$ cat config.mk
export PLATFORM = sky130hd
export DESIGN_NAME = prv_irq_cond
export DESIGN_NICKNAME = d
export VERILOG_FILES = /design/src/rtl/pic_pkg.sv /design/src/rtl/pic_hold.sv /design/src/rtl/pic_line.sv /design/src/rtl/pic_lpsync.sv /design/src/rtl/prv_irq_cond.sv
export SDC_FILE = /design/constraint.sdc
export NUM_CORES = 1
export LEC_CHECK = 0
export ABC_AREA = 0
export ABC_CLOCK_PERIOD_IN_PS = 800
export BUFFER_PORTS_ARGS = -buffer_cell sky130_fd_sc_hd__buf_2
export CAP_MARGIN = 10
export CORE_MARGIN = 4
export CORE_UTILIZATION = 45
export CTS_CLUSTER_DIAMETER = 80
export DETAILED_ROUTE_END_ITERATION = 7
export GPL_TIMING_DRIVEN = 0
export PLACE_DENSITY = 0.74
export SLEW_MARGIN = 20
export SYNTH_ARGS = -nofsm -noshare
export SYNTH_HDL_FRONTEND = slang
export SYNTH_SLANG_ARGS = --single-unit
$ cat constraint.sdc
create_clock -name clk -period 0.8 [get_ports clk]
set_input_delay 0.12 -clock clk [delete_from_list [all_inputs] [get_ports clk]]
set_output_delay 0.12 -clock clk [all_outputs]
set_load 0.03 [all_outputs]
$ cat src/rtl/pic_pkg.sv
package pic_pkg;

    // Build-time options carried by each conditioned line
    typedef struct packed {
        logic act_high;   // 1: wire is asserted high; 0: asserted low
        logic two_stage;  // 1: two-flop synchronizer; 0: single capture flop
        logic hold;       // 1: asynchronous event hold in front of the flops
    } line_opt_t;

    localparam int SYNC_DEPTH = 2;

    function automatic line_opt_t make_opt(input logic hi, input logic sy, input logic ho);
        line_opt_t o;
        o.act_high  = hi;
        o.two_stage = sy;
        o.hold      = ho;
        return o;
    endfunction

    // Map a raw wire onto the internal active-high meaning
    function automatic logic to_internal(input logic raw, input logic act_high);
        return act_high ? raw : ~raw;
    endfunction

endpackage

$ cat src/rtl/pic_hold.sv
module pic_hold (
    input  logic clk,
    input  logic rst,
    input  logic evt_i,
    input  logic seen_i,
    output logic hold_o
);
    // Set without a clock so events survive a stopped clock; cleared once
    // the downstream register has shown the event on a rising edge.
    always_ff @(posedge clk or posedge evt_i) begin
        if (evt_i)
            hold_o <= 1'b1;
        else if (rst)
            hold_o <= 1'b0;
        else if (seen_i)
            hold_o <= 1'b0;
    end
endmodule

$ cat src/rtl/pic_line.sv
module pic_line
    import pic_pkg::*;
#(
    parameter line_opt_t OPT = '0
) (
    input  logic clk,
    input  logic rst,
    input  logic raw_i,
    output logic level_o,
    output logic q_o
);
    logic feed;

    assign level_o = to_internal(raw_i, OPT.act_high);

    generate
        if (OPT.hold) begin : g_hold
            pic_hold u_hold (
                .clk    (clk),
                .rst    (rst),
                .evt_i  (level_o),
                .seen_i (q_o),
                .hold_o (feed)
            );
        end else begin : g_direct
            assign feed = level_o;
        end

        if (OPT.two_stage) begin : g_sync
            logic [SYNC_DEPTH-1:0] chain;
            always_ff @(posedge clk) begin
                if (rst)
                    chain <= '0;
                else
                    chain <= {chain[SYNC_DEPTH-2:0], feed};
            end
            assign q_o = chain[SYNC_DEPTH-1];
        end else begin : g_capture
            logic cap;
            always_ff @(posedge clk) begin
                if (rst)
                    cap <= 1'b0;
                else
                    cap <= feed;
            end
            assign q_o = cap;
        end
    endgenerate
endmodule

$ cat src/rtl/pic_lpsync.sv
module pic_lpsync #(
    parameter int   DEPTH   = 2,
    parameter logic RST_VAL = 1'b1
) (
    input  logic clk,
    input  logic rst,
    input  logic d_i,
    output logic q_o
);
    logic [DEPTH-1:0] stage;

    always_ff @(posedge clk) begin
        if (rst)
            stage <= {DEPTH{RST_VAL}};
        else
            stage <= {stage[DEPTH-2:0], d_i};
    end

    assign q_o = stage[DEPTH-1];
endmodule

$ cat src/rtl/prv_irq_cond.sv
module prv_irq_cond
    import pic_pkg::*;
#(
    parameter int NUM_CORES = 2,
    parameter int LINES     = 8,
    parameter logic [NUM_CORES*LINES-1:0] HIGH_MASK = '0,
    parameter logic [NUM_CORES*LINES-1:0] SYNC_MASK = '1,
    parameter logic [NUM_CORES*LINES-1:0] HOLD_MASK = '0
) (
    input  logic                       clk,
    input  logic                       rst,
    input  logic [NUM_CORES*LINES-1:0] irq_raw_i,
    input  logic                       lp_req_n_i,
    output logic [NUM_CORES*LINES-1:0] irq_q_o,
    output logic [NUM_CORES-1:0]       wake_o,
    output logic                       lp_req_n_o
);
    localparam int TOTAL = NUM_CORES * LINES;

    logic [TOTAL-1:0] level;

    generate
        for (genvar i = 0; i < TOTAL; i++) begin : g_line
            pic_line #(
                .OPT (make_opt(HIGH_MASK[i], SYNC_MASK[i], HOLD_MASK[i]))
            ) u_line (
                .clk     (clk),
                .rst     (rst),
                .raw_i   (irq_raw_i[i]),
                .level_o (level[i]),
                .q_o     (irq_q_o[i])
            );
        end

        for (genvar c = 0; c < NUM_CORES; c++) begin : g_wake
            assign wake_o[c] = |level[c*LINES +: LINES];
        end
    endgenerate

    pic_lpsync #(
        .DEPTH   (SYNC_DEPTH),
        .RST_VAL (1'b1)
    ) u_lp (
        .clk (clk),
        .rst (rst),
        .d_i (lp_req_n_i),
        .q_o (lp_req_n_o)
    );
endmodule

==> results by group, run 1 <==
Status
  – Status: complete, but fails checks
  – Failing checks: negative setup slack

Routing
  – Drt first pass iters: 4
  – Via Count: approximately 710
  – Drt wl/cell: 12.1 µm
  – Initial DRC count: 2
  – Post-route ant nets: 0
  – Routed wire length: a little over 2 mm
  – Via density: roughly 4.3
  – # DRC: 0

Clock tree
  – CTS tree: done
  – Num Clock Sinks: 34
  – Cts bufs inserted: 5
  – Clk root buf: clkbuf_4
  – CTS clk-pin slew, worst paths: 0.09 ns
  – Worst skew pair latency: around 0.32 ns
  – Post CTS Setup Buffer Count: 0
  – H-tree depth: 2
  – Bufs on Longest Clock Path: 2

Die
  – Die Ht: between 50 and 60 µm
  – Core area: roughly 0.0022 mm²
  – Top Ports: 38
  – FP Rows: 17
  – Die Span X: about 56 µm
  – Die area: approximately 0.0031 mm²
  – Starting Density: between 40% and 50%

Worst setup path
  – Setup CP Type: reg -> out
  – Crit path max fanout: 1
  – Crit path largest cell delay: 0.34 ns
  – Crit. path cell count: 1
  – Crit. End Element: primary output
  – Worst EP required: a little under 0.7 ns
  – CP Cell Sequence: buf_6
  – CP max-delay cell: dfxtp_2
  – CP bufs+invs: 1
  – Reg-to-reg slack, setup: about 0.20 ns
  – Delay-heaviest family, CP: flip-flops
  – Crit path DAT: between 0.7 and 0.8 ns
  – FF-to-FF path depth: 1
  – CP Launch Type: register

Hold path
  – Hold Crit Class: in -> reg
  – WHS Path Cells: 2

Global routing
  – Initial antenna violation count: 0
  – First-pass GRT wire length: 3.34 mm
  – Met2 usage: 25.5%
  – Largest net degree at the start of global routing: 11
  – Met3 Usage GRT: under 10%
  – Gr busiest metal: met2
  – Gr ovfl total: 0
  – Met1 usage: 13.7%
  – GRT Total Usage: 14.6%
  – Vias in the first global route: 782

STA
  – Setup TNS: -1.63 ns
  – Final Setup Violations: 18
  – Final Critical Period: slightly above 0.9 ns
  – Fmax: between 1 and 1.5 GHz
  – Setup WS post-layout: -0.109 ns
  – Hold Violations, Final: 0
  – Skew final: between 0.003 and 0.004 ns
  – Unrepaired setup endpoints after global routing: true
  – Worst Tran Pin Value: 0.123 ns
  – Max_slew headroom: between 90% and 100%
  – Slew Viols, Final: 0
  – Final Cycle Share: 114%

Power and ir drop
  – Leakage: 0.696 nW
  – Worst VDD drop: 1790 µV
  – Power Density: about 1900 mW/mm²
  – Design Power: just over 3 mW

Run
  – Max-cap viol count: 0

Finish
  – Layout cell share with drive strength beyond 1: a little under half
  – Area occupied by multi-input gates: approximately 220 µm²
  – Area growth syn-to-layout: 54.0%
  – Reg area: roughly 700 µm²
  – Number of diodes: 0
  – Final Net Count: roughly 160
  – Fillers: around 150
  – Post-route insts no fill: between 150 and 200
  – Commonest non-fill, non-tap cells in the layout: buf_6, dfxtp_1, dfxtp_2, dlygate4sd3_1
  – Commonest non-fill, non-tap cell in the layout: buf_6

Synthesis
  – Yosys reg bits: 34
  – YS warnings: 0
  – Sequential share of the synthesized area: 65.6%
  – Synthesized Nets: 112
  – Mean area per synthesized cell: approximately 11 µm²
  – Synthesized area: between 0.001 and 0.0015 mm²
  – Syn Inst Count: 93
  – Netlist cell types: 8

Placed design
  – GP Congestion: 0.667
  – Inst Count DP: 158
  – Dpl hpwl: ~1.2 mm
  – Count of input and output buffers: 37
[metrics by stage]
step	area [µm²]	setup WS, ns	util [%]	hold WS (ns)
detailed placement	1260	-0.114	56.8	0.289
global placement	1260	-0.104	56.8	0.288
global route	1600	-0.153	72.2	0.0137
CTS	1580	-0.123	71.4	0.0252
finish	1600	-0.109	72.2	0.0334
floorplan	1040	0.114	-	0.187
[path summary, 6_finish.rpt]
| path | from | to |
|---|---|---|
| hold reg to reg | u_lp.stage[0] | u_lp.stage[1] |
| setup / recovery | g_line[14].u_line.g_sync.chain[1] | irq_q_o[14] |
| hold / removal | rst | g_line[15].u_line.g_sync.chain[1] |
| setup reg to reg | u_lp.stage[0] | u_lp.stage[1] |
[routing by layer]
metal	share of wire, %	up-vias
met5	0	-
met4	2.3	0
met3	8.8	6
met2	50	29
met1	39	315
li1	-	358
[logic make-up (layout without fill, tap and decap cells)]
| group | after synthesis | after routing | share of synthesized area [%] |
|---|---|---|---|
| flops | 34 | 34 | 65.6 |
| buf+inv | 19 | 64 | 14.1 |
| simple gates | 40 | 40 | 20.3 |
[cell type report]
type | instances | area share (%)
plain buffers | 3 | 1.64
clock buffers | 7 | 2.82
multi-input cells | 40 | 13.5
flip-flops and latches | 34 | 43.9
well taps | 28 | 2.19
repair buffers | 54 | 35.9
[registers in the layout, indices dropped and copies added (netlist names)]
register,cells
u_lp.stage,2
g_line.u_line.g_sync.chain,32
[report_power, final]
part           switching [mW]  leakage (nW)  internal, mW
clock                   0.497        0.0254         0.331
sequential             0.0239         0.287          1.78
combinational           0.165         0.384         0.238
[synthesized netlist by cell type, drive strengths merged]
cell,count,area [µm²]
buf,19,146
dfxtp,34,681
nand4,4,25.0
nor2,16,60.1
nor2b,16,100
or2,4,25.0
[repair_timing]
action	4_1_cts	5_1_grt
endpoints found under the setup margin	19	19
endpoints found under the hold margin	17	0
pin swaps	6	1
resized for setup	70	3
hold buffers	17	0
No activity file was read; power rests on OpenSTA's default activity.
==> inputs of run 2 (changes only) <==
--- a/config.mk
+++ b/config.mk
@@ -10,11 +10,11 @@
 export BUFFER_PORTS_ARGS = -buffer_cell sky130_fd_sc_hd__buf_2
 export CAP_MARGIN = 10
 export CORE_MARGIN = 4
-export CORE_UTILIZATION = 45
+export CORE_UTILIZATION = 46
 export CTS_CLUSTER_DIAMETER = 80
 export DETAILED_ROUTE_END_ITERATION = 7
 export GPL_TIMING_DRIVEN = 0
-export PLACE_DENSITY = 0.74
+export PLACE_DENSITY = 0.75
 export SLEW_MARGIN = 20
 export SYNTH_ARGS = -nofsm -noshare
 export SYNTH_HDL_FRONTEND = slang
==> run 2 against run 1 <==
Effect of this change:
- non-clock buffer count increased by 1
- first-iteration DRC count unchanged
- register-to-register slack about the same
- cell area increased by 0.39%
- global-route usage increased by 0.46 points
- the flow still finishes with violations (negative setup slack)
- combinational power about the same
- clock skew increased by 0.0010 ns
- clock-buffer cell count unchanged
- power increased by 4.1%
- worst setup slack got worse by 0.011 ns
- cell count increased by 0.60%
- routed wire length increased by 9.9%
==> results by group, run 2 (synthesized netlist as in run 1, its figures left out) <==
Status
  – Status: complete, but fails checks
  – Failing checks: negative setup slack

Clock tree
  – Cts bufs inserted: 5
  – Worst skew pair latency: about 0.32 ns
  – Num Clock Sinks: 34
  – CTS tree: done
  – Bufs on Longest Clock Path: 2
  – Clk root buf: clkbuf_4
  – H-tree depth: 2
  – CTS clk-pin slew, worst paths: ~0.090 ns

Routing
  – Drt first pass iters: 2
  – Post-route ant nets: 0
  – Initial DRC count: 2
  – # DRC: 0
  – Via Count: 713
  – Drt wl/cell: approximately 13 µm
  – Via density: 4.27
  – Routed wire length: approximately 2.2 mm

Run
  – Max-cap viol count: 0

Power and ir drop
  – Design Power: 3.16 mW
  – Worst VDD drop: approximately 1800 µV
  – Combinational share of power: around 13%
  – Clock share of power: 30.0%
  – Leakage: about 0.71 nW
  – Switch share: 22.8%
  – Flop pwr share: 57.1%
  – Int Power: 2.44 mW
  – Power Density: between 1500 and 2000 mW/mm²
  – Switching pwr: 0.718 mW

STA
  – Final Critical Period: a little over 0.9 ns
  – Skew final: ~0.0047 ns
  – Unrepaired setup endpoints after global routing: true
  – Hold Violations, Final: 0
  – Setup TNS: -1.70 ns
  – Final Cycle Share: 115%
  – Fmax: between 1 and 1.5 GHz
  – Max_slew headroom: between 80% and 90%
  – Setup WS post-layout: -0.119 ns
  – Slew Viols, Final: 0
  – Worst Tran Pin Value: approximately 0.17 ns
  – Final Setup Violations: 18

Worst setup path
  – Crit path largest cell delay: between 0.3 and 0.4 ns
  – CP bufs+invs: 1
  – CP Launch Type: register
  – Setup CP Type: reg -> out
  – Delay-heaviest family, CP: flip-flops
  – Crit path max fanout: 1
  – Crit. End Element: primary output
  – CP Cell Sequence: buf_6
  – Crit path DAT: roughly 0.8 ns
  – Worst EP required: approximately 0.68 ns
  – CP max-delay cell: dfxtp_2

Placed design
  – Dpl hpwl: between 1 and 1.5 mm
  – Count of input and output buffers: 37
  – GP Congestion: approximately 0.62

Die
  – Die Ht: 55.5 µm
  – Die area: between 0.003 and 0.004 mm²
  – Starting Density: 50.8%
  – Die Span X: between 50 and 60 µm
  – Top Ports: 38
  – Core area: 0.00204 mm²
  – FP Rows: 16

Finish
  – Area growth syn-to-layout: 54.6%
  – Area occupied by multi-input gates: 215 µm²
  – Most flops, register: g_line.u_line.g_sync.chain
  – Reg area: around 700 µm²
  – Biggest regs: g_line.u_line.g_sync.chain: 32 flops, u_lp.stage: 2 flops
  – Number of diodes: 0
  – Max FFs per register: 32
  – Layout cell share with drive strength beyond 1: ~49%
  – Commonest non-fill, non-tap cell in the layout: buf_6
  – Final Net Count: approximately 160
  – Fillers: 120
  – Commonest non-fill, non-tap cells in the layout: buf_6, dfxtp_1, dfxtp_2

Global routing
  – Vias in the first global route: about 740
  – Largest net degree at the start of global routing: 11
  – Initial antenna violation count: 0
  – Gr ovfl total: 0
  – First-pass GRT wire length: approximately 3.5 mm
  – GRT Total Usage: 15.0%

Hold path
  – Hold Crit Class: in -> reg
==> run 2: cell types whose count changed in the layout (fill, tap and decap cells not counted), sizes merged <==
cell | previous run | this run
buf | 40 | 42
dlygate4sd3 | 17 | 16
clkinv | 0 | 1
==> run 2: layout make-up <==
class / instances / share of cell area (%)
Sequential cell: 34 / 43.8
Timing Repair Buffer: 55 / 35.3
Multi-Input combinational cell: 40 / 13.4
Clock buffer: 7 / 3.43
Tap cell: 27 / 2.11
Buffer: 3 / 1.64
Clock inverter: 1 / 0.312
==> run 2: worst paths after layout <==
check,start,slack [ns],endpoint,cells past startpoint
worst max register to register,u_lp.stage[0],0.19,u_lp.stage[1],1
worst min register to register,u_lp.stage[0],0.44,u_lp.stage[1],1
worst max-delay path,u_lp.stage[1],-0.12,lp_req_n_o,1
worst min-delay path,irq_raw_i[9],0.03,g_line[9].u_line.g_sync.chain[0],3
==> run 2: through the flow <==
step	hold slack, ns	worst slack [ns]	area (µm²)	utilization, %	std cells
3_3_place_gp	0.287	-0.0978	1260	61.5	157
4_1_cts	0.0123	-0.129	1570	77.0	166
3_5_place_dp	0.294	-0.107	1260	61.5	157
2_1_floorplan	0.187	0.114	1040	-	93
5_1_grt	0.0194	-0.154	1600	78.6	167
6_report	0.0319	-0.119	1600	78.6	167
==> run 2: tightest hold or removal path: stages <==
cell	delay (ns)
buf_6	0.07
buf_4	0.09
nor2_1	0.03
==> run 2: repair_timing <==
item / CTS / global route
pin swaps: 5 / 3
endpoints found under the hold margin: 16 / 0
endpoints found under the setup margin: 19 / 19
setup buffers: 1 / 1
hold buffers: 16 / 0
gates resized for setup: 67 / 4
cloned: 0 / 0
==> run 2: power groups by stage <==
stage	clock, mW	sequential [mW]	combinational (mW)
2_1_floorplan	0	1.83	0.181
3_3_place_gp	0	1.82	0.279
3_5_place_dp	0	1.83	0.287
4_1_cts	0.967	1.80	0.378
5_1_grt	1.05	1.81	0.431
6_report	0.948	1.80	0.404
==> run 2: metal layers <==
| layer | GRT usage (%) | vias up | routed length (µm) |
|---|---|---|---|
| li1 | - | 362 | - |
| met1 | 15.1 | 323 | 848 |
| met2 | 26.4 | 25 | 1200 |
| met3 | 6.53 | 3 | 135 |
| met4 | 7.29 | 0 | 27 |
| met5 | 0 | - | 0 |
